File: config.mk
export PLATFORM = sky130hd
export DESIGN_NAME = pcm_timing_gen
export DESIGN_NICKNAME = d
export VERILOG_FILES = /design/src/rtl/pcm_timing_pkg.sv /design/src/rtl/pcm_tick_counter.sv /design/src/rtl/pcm_frame_cfg.sv /design/src/rtl/pcm_wave_gen.sv /design/src/rtl/pcm_timing_gen.sv
export SDC_FILE = /design/constraint.sdc
export NUM_CORES = 1
export LEC_CHECK = 0
export ABC_AREA = 1
export ABC_CLOCK_PERIOD_IN_PS = 3300
export BUFFER_PORTS_ARGS = -buffer_cell sky130_fd_sc_hd__buf_2
export CORE_UTILIZATION = 59
export DETAILED_ROUTE_END_ITERATION = 12
export PLACE_DENSITY = 0.79
export REMOVE_ABC_BUFFERS = 1
export SYNTH_ARGS = -nofsm -noshare
export SYNTH_HDL_FRONTEND = slang
export SYNTH_SLANG_ARGS = --single-unit
File: constraint.sdc
create_clock -name clk_i -period 3.3 [get_ports clk_i]
set_input_delay 0.33 -clock clk_i [delete_from_list [all_inputs] [get_ports clk_i]]
set_output_delay 0.33 -clock clk_i [all_outputs]
set_load 0.05 [all_outputs]
File: src/rtl/pcm_timing_pkg.sv
package pcm_timing_pkg;
  localparam int RATE_W = 3;
  localparam int SH_W   = 3;

  typedef enum logic [1:0] {
    FSR_FOLLOW  = 2'b00,
    FSR_HIGH    = 2'b01,
    FSR_LOW     = 2'b10,
    FSR_FOLLOW2 = 2'b11
  } fsr_mode_e;

  // rate code -> log2 of half period in core cycles
  function automatic logic [SH_W-1:0] rate_shift(input logic [RATE_W-1:0] sel);
    case (sel)
      3'd0:    return 3'd0;
      3'd1:    return 3'd1;
      3'd2:    return 3'd2;
      3'd3:    return 3'd3;
      3'd4:    return 3'd5;
      default: return 3'd6;
    endcase
  endfunction
endpackage

File: src/rtl/pcm_tick_counter.sv
module pcm_tick_counter #(
  parameter int CNT_W = 10
) (
  input  logic             clk_i,
  input  logic             rst_ni,
  output logic [CNT_W-1:0] cnt_n_o,
  output logic             boundary_o
);
  logic [CNT_W-1:0] cnt_q;

  assign cnt_n_o    = cnt_q + 1'b1;
  assign boundary_o = (cnt_n_o == '0);

  // reset to all ones so the first edge after release opens frame 0
  always_ff @(posedge clk_i or negedge rst_ni) begin
    if (!rst_ni) cnt_q <= '1;
    else         cnt_q <= cnt_n_o;
  end

  p_wrap_r3: assert property (@(posedge clk_i) disable iff (!rst_ni)
    (cnt_q == '1) |=> (cnt_q == '0));
endmodule

File: src/rtl/pcm_frame_cfg.sv
module pcm_frame_cfg
  import pcm_timing_pkg::*;
#(
  parameter int CNT_W   = 10,
  parameter int WIDTH_W = 3
) (
  input  logic               clk_i,
  input  logic               rst_ni,
  input  logic               boundary_i,
  input  logic [RATE_W-1:0]  rate_sel_i,
  input  logic [WIDTH_W-1:0] width_sel_i,
  output logic [SH_W-1:0]    shift_o,
  output logic [WIDTH_W:0]   width_o
);
  localparam int WV_W = WIDTH_W + 1;

  logic [SH_W-1:0] shift_q, sh_in;
  logic [WV_W-1:0] width_q, w_in;
  int unsigned     lim;

  always_comb begin
    sh_in = rate_shift(rate_sel_i);
    w_in  = {1'b0, width_sel_i} + WV_W'(1);
    // bit clocks per frame minus one keeps a low interval
    lim   = (32'd1 << (CNT_W - 1 - int'(sh_in))) - 32'd1;
    if (32'(w_in) > lim) w_in = WV_W'(lim);
  end

  always_ff @(posedge clk_i or negedge rst_ni) begin
    if (!rst_ni) begin
      shift_q <= SH_W'(1);
      width_q <= WV_W'(1);
    end else if (boundary_i) begin
      shift_q <= sh_in;
      width_q <= w_in;
    end
  end

  assign shift_o = boundary_i ? sh_in : shift_q;
  assign width_o = boundary_i ? w_in  : width_q;

  p_hold_r6: assert property (@(posedge clk_i) disable iff (!rst_ni)
    !boundary_i |=> ($stable(shift_q) && $stable(width_q)));

  p_clamp_r5: assert property (@(posedge clk_i) disable iff (!rst_ni)
    (shift_q == SH_W'(CNT_W - 4)) |-> (width_q < WV_W'(8)));
endmodule

File: src/rtl/pcm_wave_gen.sv
module pcm_wave_gen
  import pcm_timing_pkg::*;
#(
  parameter int CNT_W    = 10,
  parameter int WIDTH_W  = 3,
  parameter int MCLK_DIV = 16
) (
  input  logic               clk_i,
  input  logic               rst_ni,
  input  logic [CNT_W-1:0]   cnt_n_i,
  input  logic [SH_W-1:0]    shift_i,
  input  logic [WIDTH_W:0]   width_i,
  input  logic               mclk_sel_i,
  input  logic [1:0]         fsr_mode_i,
  output logic               bclk_o,
  output logic               mclk_o,
  output logic               fsx_o,
  output logic               fsr_o
);
  localparam int MCLK_BIT = $clog2(MCLK_DIV);

  logic [CNT_W-1:0] half_cnt, bit_idx;
  logic             bclk_n, mclk_n, fsx_n, fsr_n;
  fsr_mode_e        mode;
  logic             live_q;

  always_comb begin
    mode     = fsr_mode_e'(fsr_mode_i);
    half_cnt = cnt_n_i >> shift_i;
    bit_idx  = half_cnt >> 1;
    bclk_n   = ~half_cnt[0];
    fsx_n    = (bit_idx < CNT_W'(width_i));
    mclk_n   = mclk_sel_i ? bclk_n : ~cnt_n_i[MCLK_BIT];
    case (mode)
      FSR_HIGH: fsr_n = 1'b1;
      FSR_LOW:  fsr_n = 1'b0;
      default:  fsr_n = fsx_n;
    endcase
  end

  always_ff @(posedge clk_i or negedge rst_ni) begin
    if (!rst_ni) begin
      bclk_o <= 1'b0;
      mclk_o <= 1'b0;
      fsx_o  <= 1'b0;
      fsr_o  <= 1'b0;
      live_q <= 1'b0;
    end else begin
      bclk_o <= bclk_n;
      mclk_o <= mclk_n;
      fsx_o  <= fsx_n;
      fsr_o  <= fsr_n;
      live_q <= 1'b1;
    end
  end

  p_fs_rise_on_bclk_r4: assert property (@(posedge clk_i) disable iff (!rst_ni)
    $rose(fsx_o) |-> $rose(bclk_o));

  p_fs_fall_on_bclk_r4: assert property (@(posedge clk_i) disable iff (!rst_ni)
    $fell(fsx_o) |-> $rose(bclk_o));

  p_fsr_high_r8: assert property (@(posedge clk_i) disable iff (!rst_ni)
    (live_q && $past(fsr_mode_i) == 2'b01) |-> fsr_o);

  p_fsr_low_r8: assert property (@(posedge clk_i) disable iff (!rst_ni)
    (live_q && $past(fsr_mode_i) == 2'b10) |-> !fsr_o);
endmodule

File: src/rtl/pcm_timing_gen.sv
module pcm_timing_gen
  import pcm_timing_pkg::*;
#(
  parameter int FRAME_REFS = 512,
  parameter int WIDTH_W    = 3,
  parameter int MCLK_DIV   = 16
) (
  input  logic               clk_i,
  input  logic               rst_ni,
  input  logic [2:0]         rate_sel_i,
  input  logic [WIDTH_W-1:0] width_sel_i,
  input  logic               mclk_sel_i,
  input  logic [1:0]         fsr_mode_i,
  output logic               bclk_o,
  output logic               mclk_o,
  output logic               fsx_o,
  output logic               fsr_o
);
  localparam int CNT_W = $clog2(2 * FRAME_REFS);

  logic [CNT_W-1:0] cnt_n;
  logic             boundary;
  logic [SH_W-1:0]  shift;
  logic [WIDTH_W:0] width;

  pcm_tick_counter #(.CNT_W(CNT_W)) u_cnt (
    .clk_i      (clk_i),
    .rst_ni     (rst_ni),
    .cnt_n_o    (cnt_n),
    .boundary_o (boundary)
  );

  pcm_frame_cfg #(.CNT_W(CNT_W), .WIDTH_W(WIDTH_W)) u_cfg (
    .clk_i       (clk_i),
    .rst_ni      (rst_ni),
    .boundary_i  (boundary),
    .rate_sel_i  (rate_sel_i),
    .width_sel_i (width_sel_i),
    .shift_o     (shift),
    .width_o     (width)
  );

  pcm_wave_gen #(.CNT_W(CNT_W), .WIDTH_W(WIDTH_W), .MCLK_DIV(MCLK_DIV)) u_wave (
    .clk_i      (clk_i),
    .rst_ni     (rst_ni),
    .cnt_n_i    (cnt_n),
    .shift_i    (shift),
    .width_i    (width),
    .mclk_sel_i (mclk_sel_i),
    .fsr_mode_i (fsr_mode_i),
    .bclk_o     (bclk_o),
    .mclk_o     (mclk_o),
    .fsx_o      (fsx_o),
    .fsr_o      (fsr_o)
  );
endmodule

Word-level counts from Yosys, hierarchy flattened
Index checks and enable logic that the tools add are counted.
Storage, ports and cells
  flip-flop bits (word level): 21
  bits of input ports: 11
  output and inout bits: 4
  word-level logic and storage cells: 31
Cells by class
  add/sub/neg operators: 4
  order comparisons: 2
  eq/ne operators: 6
  shift operators: 2
  muxes and demuxes: 6
  bitwise operators: 2
  reduce and logical (&&, ||, !) cells: 2
Operator list (number)
  4-bit by 32-bit greater-than comparator with 1-bit output: 1
  1-bit by 32-bit << shifter with 32-bit output (first input constant): 1
  32-bit by 1-bit subtractor with 32-bit output (second input constant): 1
  3-bit one-hot mux with 5 select lines: 1
  10-bit by 1-bit adder with 10-bit output (second input constant): 1
  10-bit zero test: 1
  10-bit by 3-bit >> shifter with 10-bit output: 1
  9-bit by 4-bit less-than comparator with 1-bit output: 1
  4-bit 2-to-1 mux: 2
  3-bit by 2-bit equality test with 1-bit output (second input constant): 2
  4-bit by 3-bit subtractor with 5-bit output (first input constant): 1
  3-bit by 1-bit adder with 4-bit output (second input constant): 1
  3-bit by 1-bit equality test with 1-bit output (second input constant): 1
  3-bit equality test (second input constant): 1
  3-bit zero test: 1
  3-bit 2-to-1 mux: 1
  2-bit by 1-bit equality test with 1-bit output (second input constant): 1
  2-bit equality test (second input constant): 1
  1-bit inverter: 2
  1-bit one-hot mux with 2 select lines: 1
  1-bit 2-to-1 mux: 1

Depth between registers and ports, before layout
Gate-level depths: netlist of run 1.
  depth in word-level cells: 10
  mapped depth: 22
  mapped depth without buffers: 22

By module
A second synthesis of run 1 with hierarchy kept.
Unflattened totals
  cell total of the unflattened synthesis: 245
  area total of the unflattened synthesis: 1788.0 um^2
Modules (own cells, without submodules)
  pcm_frame_cfg: instances 1, cells an instance 84, area each 675.6 um^2
  pcm_wave_gen: instances 1, cells an instance 92, area each 563.0 um^2
  pcm_tick_counter: instances 1, cells an instance 69, area each 549.3 um^2

Worst setup path after synthesis of run 1
OpenSTA, ideal clock, no wires.
  kind: reg2reg
  from: reg u_cnt.cnt_q[0]
  to: reg u_wave.fsx_o
  arrival: 2.683 ns
  required time: 3.181 ns
  path slack: 0.498 ns
  stages on the path, launching flop included: 21
  cells stage by stage: dfstp_2 > ha_1 > nand2_1 > nor2_2 > nand2_1 > nand2_1 > nand2_2 > nor2_4 > nand3_4 > nand2_2 > nand2_4 > inv_4 > buf_6 > nand3_1 > nand3_1 > o21ai_0 > ha_1 > a21oi_1 > nor2_1 > nor2_2 > and2_1
Between the ends
  word-level cells in the longest chain between the ends: 5
  elaborated cells on any way between the ends: 6
  those cells by class: add/sub: 1; order compare: 1; shift: 1; mux: 2; reduce/logical: 1
Ends and longest elaborated chain
  from (decl): line pcm_tick_counter.sv:9  | logic [CNT_W-1:0] cnt_q;
  from (signal assigned): line pcm_tick_counter.sv:17  | else cnt_q <= cnt_n_o;
  10-bit by 1-bit adder with 10-bit output: line pcm_tick_counter.sv:11  | assign cnt_n_o = cnt_q + 1'b1;
  10-bit zero test: line pcm_tick_counter.sv:12  | assign boundary_o = (cnt_n_o == '0);
  3-bit 2-to-1 mux: line pcm_frame_cfg.sv:39  | assign shift_o = boundary_i ? sh_in : shift_q;
  named net shift[1]: line pcm_timing_gen.sv:23  | logic [SH_W-1:0] shift;
  10-bit by 3-bit >> shifter with 10-bit output: line pcm_wave_gen.sv:29  | half_cnt = cnt_n_i >> shift_i;
  9-bit by 4-bit less-than comparator with 1-bit output: line pcm_wave_gen.sv:32  | fsx_n = (bit_idx < CNT_W'(width_i));
  named net u_wave.fsx_n: line pcm_wave_gen.sv:23  | logic bclk_n, mclk_n, fsx_n, fsr_n;
  to (signal assigned): line pcm_wave_gen.sv:51  | fsx_o <= fsx_n;
  to (decl): line pcm_wave_gen.sv:17  | output logic fsx_o,
The timed path passes the listed nets, and every way through them passes these cells.

Worst setup path in the final report of run 1
  from: reg u_cnt.cnt_q[0]
  to: reg u_wave.fsx_o
Between the ends
  word-level cells in the longest chain between the ends: 5
  elaborated cells on any way between the ends: 6
  those cells by class: add/sub: 1; order compare: 1; shift: 1; mux: 2; reduce/logical: 1
Ends and longest elaborated chain (line)
  10-bit by 1-bit adder with 10-bit output (*): pcm_tick_counter.sv:11
  10-bit zero test: pcm_tick_counter.sv:12
  3-bit 2-to-1 mux: pcm_frame_cfg.sv:39
  10-bit by 3-bit >> shifter with 10-bit output: pcm_wave_gen.sv:29
  9-bit by 4-bit less-than comparator with 1-bit output (*): pcm_wave_gen.sv:32
  named net u_wave.fsx_n: pcm_wave_gen.sv:23
The timed path passes the listed nets; every way through them passes the cells marked *.

==> summary.md, run 1 <==
| Metric | Value |
|---|---|
| Hold Path End | u_wave.mclk_o |
| Pre-Repair DR Iteration Count | 4 |
| Xor and xnor area share after synthesis | 1.01% |
| Max Freq | 334 MHz |
| Pre-CTS setup slack | 0.170 ns |
| Die height | 56.3 um |
| Util after Layout | 69.4% |
| Max cap viols | 0 |
| Post-Synth Simple-Gate Area | 40.3% |
| Post-synth top flop | dfstp_2 |
| Non-Filler Instances | 296 |
| CTS tree | built |
| Main combinational cell family by area after synthesis | simple AND/OR/NAND/NOR gates |
| Placed insts | 288 |
| Total I/O pin count | 15 |
| Multiplexer area fraction after synthesis | 1.15% |
| Sequential Area | 541 um^2 |
| Async set-or-reset flop fraction in the synthesized netlist | 100% |
| Required time of the worst setup path | 3.51 ns |
| CTS max path bufs | 2 |
| Vias per Instance | 5.13 |
| Synth Area in Adders | 9.37% |
| Clock Pin Slew Worst Setup and Hold Paths | 0.11 ns |
| Footprint of the multi-input gates | 0.00108 mm^2 |
| Final Cycle Share | 90.7% |
| Number of flops mapped to enable cells by yosys | 0 |
| Port buffer count | 14 |
| DR DRC count | 0 |
| Congestion Overflow GR | 0 |
| Largest net degree at the start of global routing | 22 |
| Nature of the critical path startpoint | flop |
| Post-Route Skew | 0.00386 ns |
| Ys Warns | 0 |
| Final Worst Setup Slack | 0.308 ns |
| Worst Hold Class | primary input to flop |
| Clock Tree Root | clkbuf_4 |
| Clk sink count | 21 |
| Clock power frac | 28.5% |
| Sequential share of power | 59.6% |
| Reg2reg start | u_cnt.cnt_q[0] |
| Die width | 56.3 um |
| Final Instance Area | 0.00193 mm^2 |
| Min-delay src | mclk_sel_i |
| Main area contributors after synthesis | dfstp_2 18%, nand2_1 15%, dfrtp_1 13% |
| Initial antenna violation count | 0 |
| Compound-cell area share of the yosys netlist | 8.36% |
| Row cnt | 19 |
| Detailed placement HPWL | 2740 um |
| RD Place Congestion | 0.853 |
| Cell Int Power | 0.326 mW |
| Fin. max-slew vios | 0 |
| #FFs+latches synth | 21 |
| Layout area overhead | 11.2% |
| Initial DRC count | 71 |
| R2r setup slk | 0.31 ns |
| Initial Utilization | 62.4% |
| Final Power | 0.437 mW |
| Yosys cell types | 35 |
| Switch Pwr | 0.111 mW |
| CTS Buf Count | 3 |
| Fin nets | 290 |
| Share of the synthesized area in the top cell type | 18.2% |
| Static Leakage | 1.00 nW |
| CP Data Arrival Time | 3.20 ns |
| Hold path depth | 2 |
| WL final | 3430 um |
| Antenna cells | 0 |
| Avg Inst Size Synth | 7.21 um^2 |
| Status | complete, no violations |
| Syn Inst Count | 241 |
| PwrDens | 226 mW/mm^2 |
| Number of setup violations in the final report | 0 |
| Register area share after synthesis | 31.1% |
| CORE AREA | 0.00278 mm^2 |
| Filler Cells Inserted | 242 |
| Post-synth top area cell | dfstp_2 |
| First-pass GRT wire length | 5930 um |
| Cell Area, Placed | 0.00185 mm^2 |
| Final sum of negative setup slack | 0 ns |
| GR Util All Layers | 24.0% |
| Detail Route Antenna Nets | 0 |
| FF-to-FF path depth | 21 |
| Worst reg2reg path endpoint | u_wave.fsx_o |
| Final Hold Fails | 0 |
| Maximum vdd drop | 0.211 mV |
| Vias in the first global route | 1,366 |
| Hold slack | 0.202 ns |
| CP Capture Type | flop |
| Vias | 1,519 |
| Logic pwr share | 11.9% |
| Period minus WS final | 2.99 ns |
| Die area | 0.00316 mm^2 |
| Crit-path max FO | 4 |
| Clock insertion delay at the later pin of the skew report | 0.31 ns |
| Mapped cell area | 0.00174 mm^2 |
| WL per Instance | 11.6 um |
| H-tree depth | 1 |
| Critical setup path kind | flop to flop |
| Layout cells sized above 1 | 25.3% |
| Switching Fraction | 25.4% |
-- cells by family after synthesis --
| family | after synthesis |
|---|---|
| and+or+nand+nor | 143 |
| buffers and inverters | 35 |
| AOI/OAI and AO/OA | 23 |
| DFF | 21 |
| adders and majority gates | 13 |
| other | 2 |
| xor gates and xnor gates | 2 |
| muxes | 2 |
-- worst max path at each step --
stage | from | endpoint | cells after the start
2_1_floorplan | u_cnt.cnt_q[0] | u_wave.fsx_o | 21
3_3_place_gp | u_cnt.cnt_q[0] | u_wave.fsx_o | 19
3_5_place_dp | u_cnt.cnt_q[0] | u_wave.fsx_o | 19
4_1_cts | u_cnt.cnt_q[0] | u_wave.fsx_o | 19
5_1_grt | u_cnt.cnt_q[0] | u_wave.fsr_o | 22
6_report | u_cnt.cnt_q[0] | u_wave.fsx_o | 21
-- metal layers --
layer	vias to the layer above	routed length, um	share of wire (%)	global-route usage (%)
li1	815	-	-	-
met1	669	1660	48	33.4
met2	29	1610	47	37.8
met3	6	103	3.0	3.00
met4	0	51	1.5	10.8
met5	-	0	0	0
-- registers in the layout (all words and copies together) (netlist names) --
register       cells
u_wave.fsr_o       1
u_wave.bclk_o      1
u_wave.mclk_o      1
u_cfg.shift_q      3
u_wave.fsx_o       1
u_cnt.cnt_q       10
u_cfg.width_q      4
-- power by group through the flow --
stage / Sequential [mW] / Clock, mW / Combinational (mW)
2_1_floorplan: 0.272 / 0 / 0.0245
3_5_place_dp: 0.265 / 0 / 0.0509
6_report: 0.260 / 0.125 / 0.0522
5_1_grt: 0.261 / 0.141 / 0.0608
3_3_place_gp: 0.265 / 0 / 0.0496
4_1_cts: 0.261 / 0.130 / 0.0519
-- cell usage after synthesis, types with 2 or more instances --
| master | number |
|---|---|
| a21oi_1 | 5 |
| conb_1 | 2 |
| dfrtp_1 | 9 |
| dfstp_2 | 12 |
| ha_1 | 13 |
| inv_1 | 30 |
| inv_2 | 2 |
| inv_4 | 2 |
| mux2i_1 | 2 |
| nand2_1 | 71 |
| nand2_2 | 10 |
| nand2_4 | 2 |
| nand3_1 | 22 |
| nand3_2 | 4 |
| nand4_1 | 3 |
| nor2_1 | 20 |
| nor2_2 | 2 |
| nor2_4 | 3 |
| nor3_1 | 2 |
| o21ai_0 | 9 |
| o21ai_1 | 2 |
-- area by class of cell --
class / instances / area share, %
inverters: 34 / 6.87
well taps: 31 / 2.01
flip-flops and latches: 21 / 28.0
clock buffers: 4 / 1.36
multi-input cells: 187 / 56.1
repair buffers: 19 / 5.70
-- cell usage in the layout (no fill, tap or decap), drive strengths merged, types with 5 or more instances in the layout --
cell type   n
buf        18
inv        34
nand2      83
nand3      27
dfstp      12
o21ai      13
nor2       25
dfrtp       9
ha         13
a21oi       5
-- critical path, stage by stage, from the launching register on --
cell and delay, ns:
dfstp_2 0.61, ha_4 0.17, nand2_1 0.08, nor2_2 0.13
nand2_1 0.08, nand2_2 0.11, nand3_1 0.12, nor2_2 0.18
nand2_2 0.11, nand2_1 0.09, nand2_1 0.11, nand2_1 0.08
nand2_1 0.07, inv_1 0.07, nand2_1 0.05, o211ai_1 0.07
o21ai_0 0.12, ha_1 0.29, nand2_1 0.05, a21oi_1 0.11
nand2_1 0.07, and2_1 0.13
-- what timing repair did --
item,in CTS,in global routing
setup buffers,0,3
hold endpoints to repair,9,0
hold buffers,1,0
gates resized for setup,0,10
setup endpoints to repair,0,2
No activity file was read; power rests on OpenSTA's default activity.
==> inputs of run 2 (changes only) <==
Settings changed: CORE_UTILIZATION 59 to 61, CTS_BUF_LIST set to sky130_fd_sc_hd__clkbuf_4 sky130_fd_sc_hd__clkbuf_8, PLACE_DENSITY 0.79 to 0.81.
==> summary.md, run 2 (synthesis gave the netlist of run 1 again) <==
| Metric | Value |
|---|---|
| Pre-Repair DR Iteration Count | 4 |
| WL final | 3380 um |
| Max FFs per register | 10 |
| Clk sink count | 21 |
| Max Freq | 335 MHz |
| Worst Hold Class | primary input to flop |
| Commonest non-fill, non-tap cells in the layout | 69 x nand2_1, 30 x inv_1, 22 x nand3_1, 18 x nor2_1, 14 x buf_2 |
| Static Leakage | 1.00 nW |
| Final Hold Fails | 0 |
| Final Cycle Share | 90.5% |
| Switching Fraction | 25.2% |
| Congestion Overflow GR | 0 |
| PwrDens | 233 mW/mm^2 |
| Largest net degree at the start of global routing | 22 |
| Sequential share of power | 58.3% |
| First-pass GRT wire length | 6200 um |
| Die area | 0.00306 mm^2 |
| Reg2reg start | u_cnt.cnt_q[1] |
| Fin. max-slew vios | 0 |
| Required time of the worst setup path | 3.56 ns |
| CORE AREA | 0.00259 mm^2 |
| Fin nets | 289 |
| Biggest register | u_cnt.cnt_q |
| WL per Instance | 11.5 um |
| Clock insertion delay at the later pin of the skew report | 0.31 ns |
| Number of setup violations in the final report | 0 |
| Initial DRC count | 57 |
| Status | complete, no violations |
| Antenna cells | 0 |
| CTS Buf Count | 3 |
| Hold slack | 0.192 ns |
| GR Util All Layers | 24.8% |
| Die width | 55.4 um |
| Vias per Instance | 5.29 |
| Clock Pin Slew Worst Setup and Hold Paths | 0.12 ns |
| RD Place Congestion | 0.836 |
| Vias | 1,555 |
| GR Util met3 | 2.34% |
| Final Power | 0.447 mW |
| Maximum vdd drop | 0.197 mV |
| Switch Pwr | 0.113 mW |
| CP Data Arrival Time | 3.25 ns |
| Vias in the first global route | 1,443 |
| CTS tree | built |
| Port buffer count | 14 |
| Detailed placement HPWL | 2650 um |
| Min-delay src | mclk_sel_i |
| Total I/O pin count | 15 |
| DR DRC count | 0 |
| Die height | 55.4 um |
| Initial Utilization | 67.1% |
| Row cnt | 18 |
| CTS max path bufs | 2 |
| Global-route met2 utilization | 41.1% |
| Nature of the critical path startpoint | flop |
| CP Capture Type | flop |
| Layout cells sized above 1 | 25.8% |
| Max cap viols | 0 |
| Crit-path max FO | 10 |
| Logic pwr share | 11.6% |
| Post-Route Skew | 0.00607 ns |
| Largest registers | u_cnt.cnt_q (10), u_cfg.width_q (4), u_cfg.shift_q (3) |
| Cell Int Power | 0.334 mW |
| Initial antenna violation count | 0 |
| Met1 Use GR | 35.7% |
| Clock Tree Root | clkbuf_4 |
| Layout area overhead | 10.5% |
| Period minus WS final | 2.99 ns |
| H-tree depth | 1 |
| Busiest grt layer | met2 |
| Commonest non-fill, non-tap cell in the layout | nand2_1 |
| Detail Route Antenna Nets | 0 |
| Critical setup path kind | flop to flop |
| Clock power frac | 30.2% |
| Setup crit start | u_cnt.cnt_q[1] |
==> run 2: final cells by class <==
class | count | area [um^2]
Multi-Input combinational cell | 187 | 1080
Clock buffer | 4 | 30.0
Timing Repair Buffer | 18 | 103
Tap cell | 30 | 37.5
Fill cell | 234 | 671
Inverter | 34 | 133
Sequential cell | 21 | 541
==> run 2: through the flow <==
stage | worst slack (ns) | cells | setup TNS (ns) | cell area [um^2] | utilization [%]
after detailed placement | 0.227 | 287 | 0 | 1850 | 71.4
final | 0.315 | 294 | 0 | 1920 | 74.1
after global placement | 0.266 | 287 | 0 | 1850 | 71.4
after global routing | -0.000846 | 294 | -0.000846 | 1920 | 74.1
after CTS | 0.188 | 292 | 0 | 1890 | 72.9
after floorplan | 0.512 | 242 | 0 | 1730 | -
==> run 2: timing repair <==
action / CTS / global route
hold buffers: 1 / 0
setup buffers: 0 / 2
hold endpoints to repair: 9 / 0
resized for setup: 0 / 10
setup endpoints to repair: 0 / 2
==> run 2: final timing paths <==
path	cells after the start	endpoint	slack (ns)
min	2	u_wave.mclk_o	0.19
max reg2reg	21	u_wave.fsr_o	0.31
min in group asynchronous	2	u_cfg.width_q[2]	0.50
max in group asynchronous	2	u_cnt.cnt_q[9]	2.45
min reg2reg	2	u_cfg.width_q[0]	0.48
max	21	u_wave.fsr_o	0.31
==> run 2: power by group through the flow <==
stage	clock network (mW)	logic (mW)	registers [mW]
after floorplan	0	0.0245	0.272
after global placement	0	0.0496	0.265
after detailed placement	0	0.0508	0.265
after CTS	0.137	0.0517	0.260
after global routing	0.150	0.0607	0.261
final	0.135	0.0517	0.260
==> run 2: worst max-delay path, cell delays in order, from the launching register on <==
cell	delay [ns]
dfstp_2	0.59
ha_2	0.21
nand2_1	0.08
nor2_2	0.13
nand2_1	0.07
nand2_1	0.07
nand2_2	0.10
nor2_4	0.17
nand4_1	0.21
nand2_4	0.19
nand2_1	0.06
nand2_1	0.09
inv_1	0.05
o21ai_1	0.18
nand2_1	0.07
nand2_1	0.06
ha_1	0.23
nand3_2	0.08
nor2_1	0.05
nor2_2	0.11
nand3_1	0.08
nand2_1	0.05
==> run 2: routing by layer <==
metal	share of wire (%)	vias to the layer above	routed length, um
met1	49	719	1670
li1	-	815	-
met3	2.2	3	76
met5	0	-	0
met2	48	18	1610
met4	0.59	0	20
==> inputs of run 3 (changes only) <==
Settings changed: CORE_UTILIZATION 61 to 45, PLACE_DENSITY 0.81 to not set.
==> summary.md, run 3 (synthesis gave the netlist of run 1 again) <==
| Metric | Value |
|---|---|
| Fin nets | 289 |
| DR DRC count | 0 |
| Initial antenna violation count | 0 |
| Fin. max-slew vios | 0 |
| Congestion Overflow GR | 0 |
| Largest net degree at the start of global routing | 22 |
| Die width | 64.1 um |
| Detailed placement HPWL | 2850 um |
| Critical setup path kind | flop to flop |
| Pre-Repair DR Iteration Count | 4 |
| R2r setup slk | 0.28 ns |
| CP Capture Type | flop |
| Max Freq | 331 MHz |
| Detail Route Antenna Nets | 0 |
| Row cnt | 22 |
| Initial DRC count | 46 |
| Maximum vdd drop | 0.178 mV |
| Clock Tree Root | clkbuf_8 |
| Clk sink count | 21 |
| Layout cells sized above 1 | 25.8% |
| Status | complete, no violations |
| First-pass GRT wire length | 6150 um |
| Post-Route Skew | 0.000644 ns |
| WP buf/inv | 1 |
| Clock insertion delay at the later pin of the skew report | 0.26 ns |
| CTS max path bufs | 2 |
| Number of setup violations in the final report | 0 |
| GR Util All Layers | 19.6% |
| RD Place Congestion | 0.830 |
| CP max stage delay | 0.58 ns |
| Biggest register | u_cnt.cnt_q |
| Slowest cell on crit path | dfstp_2 |
| Nature of the critical path startpoint | flop |
| Final Cycle Share | 91.7% |
| Antenna cells | 0 |
| Layout area overhead | 13.2% |
| Hold buffers post-CTS | 0 |
| Footprint of the multi-input gates | 0.00108 mm^2 |
| Final Power | 0.484 mW |
| Commonest non-fill, non-tap cell in the layout | nand2_1 |
| Total I/O pin count | 15 |
| Crit-path cells | ha_2, nand2_1, nor2_2, nand2_1, nand2_1, nand2_2, nor2_4, nand4_1, buf_4, nand3_1, nand3_1, nand3_1, o21ai_1, ha_1, a21oi_1, nor2_1, nor2_2, nand3_1, nand2_1 |
| WL per Instance | 11.6 um |
| CTS Buf Count | 3 |
| Sequential Area | 541 um^2 |
| Largest registers | u_cnt.cnt_q (10), u_cfg.width_q (4), u_cfg.shift_q (3) |
| WL final | 3600 um |
| Initial Utilization | 47.1% |
| Worst Hold Class | primary input to async pin |
| Clock Pin Slew Worst Setup and Hold Paths | 0.07 ns |
| Port buffer count | 14 |
| Period minus WS final | 3.02 ns |
| PwrDens | 246 mW/mm^2 |
| CTS tree | built |
| H-tree depth | 1 |
| Static Leakage | 1.01 nW |
| Vias in the first global route | 1,369 |
| CP Data Arrival Time | 3.23 ns |
| Max FFs per register | 10 |
| CORE AREA | 0.00369 mm^2 |
| Die area | 0.00411 mm^2 |
| Die height | 64.1 um |
| Max cap viols | 0 |
| Hold slack | 0.0154 ns |
| Vias per Instance | 4.88 |
| Filler Cells Inserted | 407 |
| Final Hold Fails | 0 |
| Vias | 1,524 |
| Required time of the worst setup path | 3.50 ns |
| CP delay by family, top | simple AND/OR/NAND/NOR gates |
| Commonest non-fill, non-tap cells in the layout | 70 x nand2_1, 30 x inv_1, 22 x nand3_1, 18 x nor2_1, 14 x buf_2 |
| Crit-path max FO | 5 |
==> run 3: where the power goes <==
part | internal, mW | total, mW | switching, mW | leakage, nW
logic | 0.0178 | 0.0506 | 0.0328 | 0.773
registers | 0.260 | 0.260 | 0.000350 | 0.209
clock network | 0.0942 | 0.173 | 0.0788 | 0.0262
total | 0.372 | 0.484 | 0.112 | 1.01
==> run 3: repair_timing <==
action / in CTS / in global routing
setup endpoints to repair: 0 / 2
resized for setup: 0 / 13
buffers inserted: 0 / 3
==> run 3: worst paths after layout <==
check	to	from	depth (start not counted)
worst min-delay path	u_wave.mclk_o	rst_ni	1
worst min register to register	u_cfg.width_q[3]	u_cfg.width_q[3]	2
worst max register to register	u_wave.fsr_o	u_cnt.cnt_q[0]	19
worst max-delay path	u_wave.fsr_o	u_cnt.cnt_q[0]	19
max in group asynchronous	u_cfg.width_q[0]	rst_ni	1
min in group clk_i	u_wave.mclk_o	mclk_sel_i	2
==> run 3: through the flow <==
step | setup WS (ns) | cells | setup TNS, ns | utilization, % | cell area [um^2]
after floorplan | 0.512 | 242 | 0 | - | 1730
after global placement | 0.188 | 305 | 0 | 50.7 | 1870
after detailed placement | 0.167 | 305 | 0 | 50.7 | 1870
after CTS | 0.148 | 309 | 0 | 52.0 | 1920
after global routing | -0.0113 | 312 | -0.0193 | 53.3 | 1970
final | 0.275 | 312 | 0 | 53.3 | 1970
==> run 3: metal layers <==
metal / track usage [%] / part of all wire (%) / vias to the layer above
li1: - / - / 814
met1: 25.1 / 47 / 679
met2: 33.8 / 48 / 26
met3: 2.14 / 3.2 / 5
met4: 7.50 / 1.5 / 0
met5: 0 / 0 / -
==> run 3: area by class of cell <==
cell class	instances	area share, %
Multi-Input combinational cell	187	54.9
Timing Repair Buffer	18	5.09
Sequential cell	21	27.5
Tap cell	48	3.06
Clock buffer	4	2.48
Inverter	34	7.00
==> run 3: worst reg2reg max path: cells and delay by family (launching register included) <==
kind,cells,cell delay [ns]
adders and majority gates,2,0.53
and+or+nand+nor,14,1.43
buffers and inverters,1,0.20
DFF,1,0.58
AOI/OAI and AO/OA,2,0.22
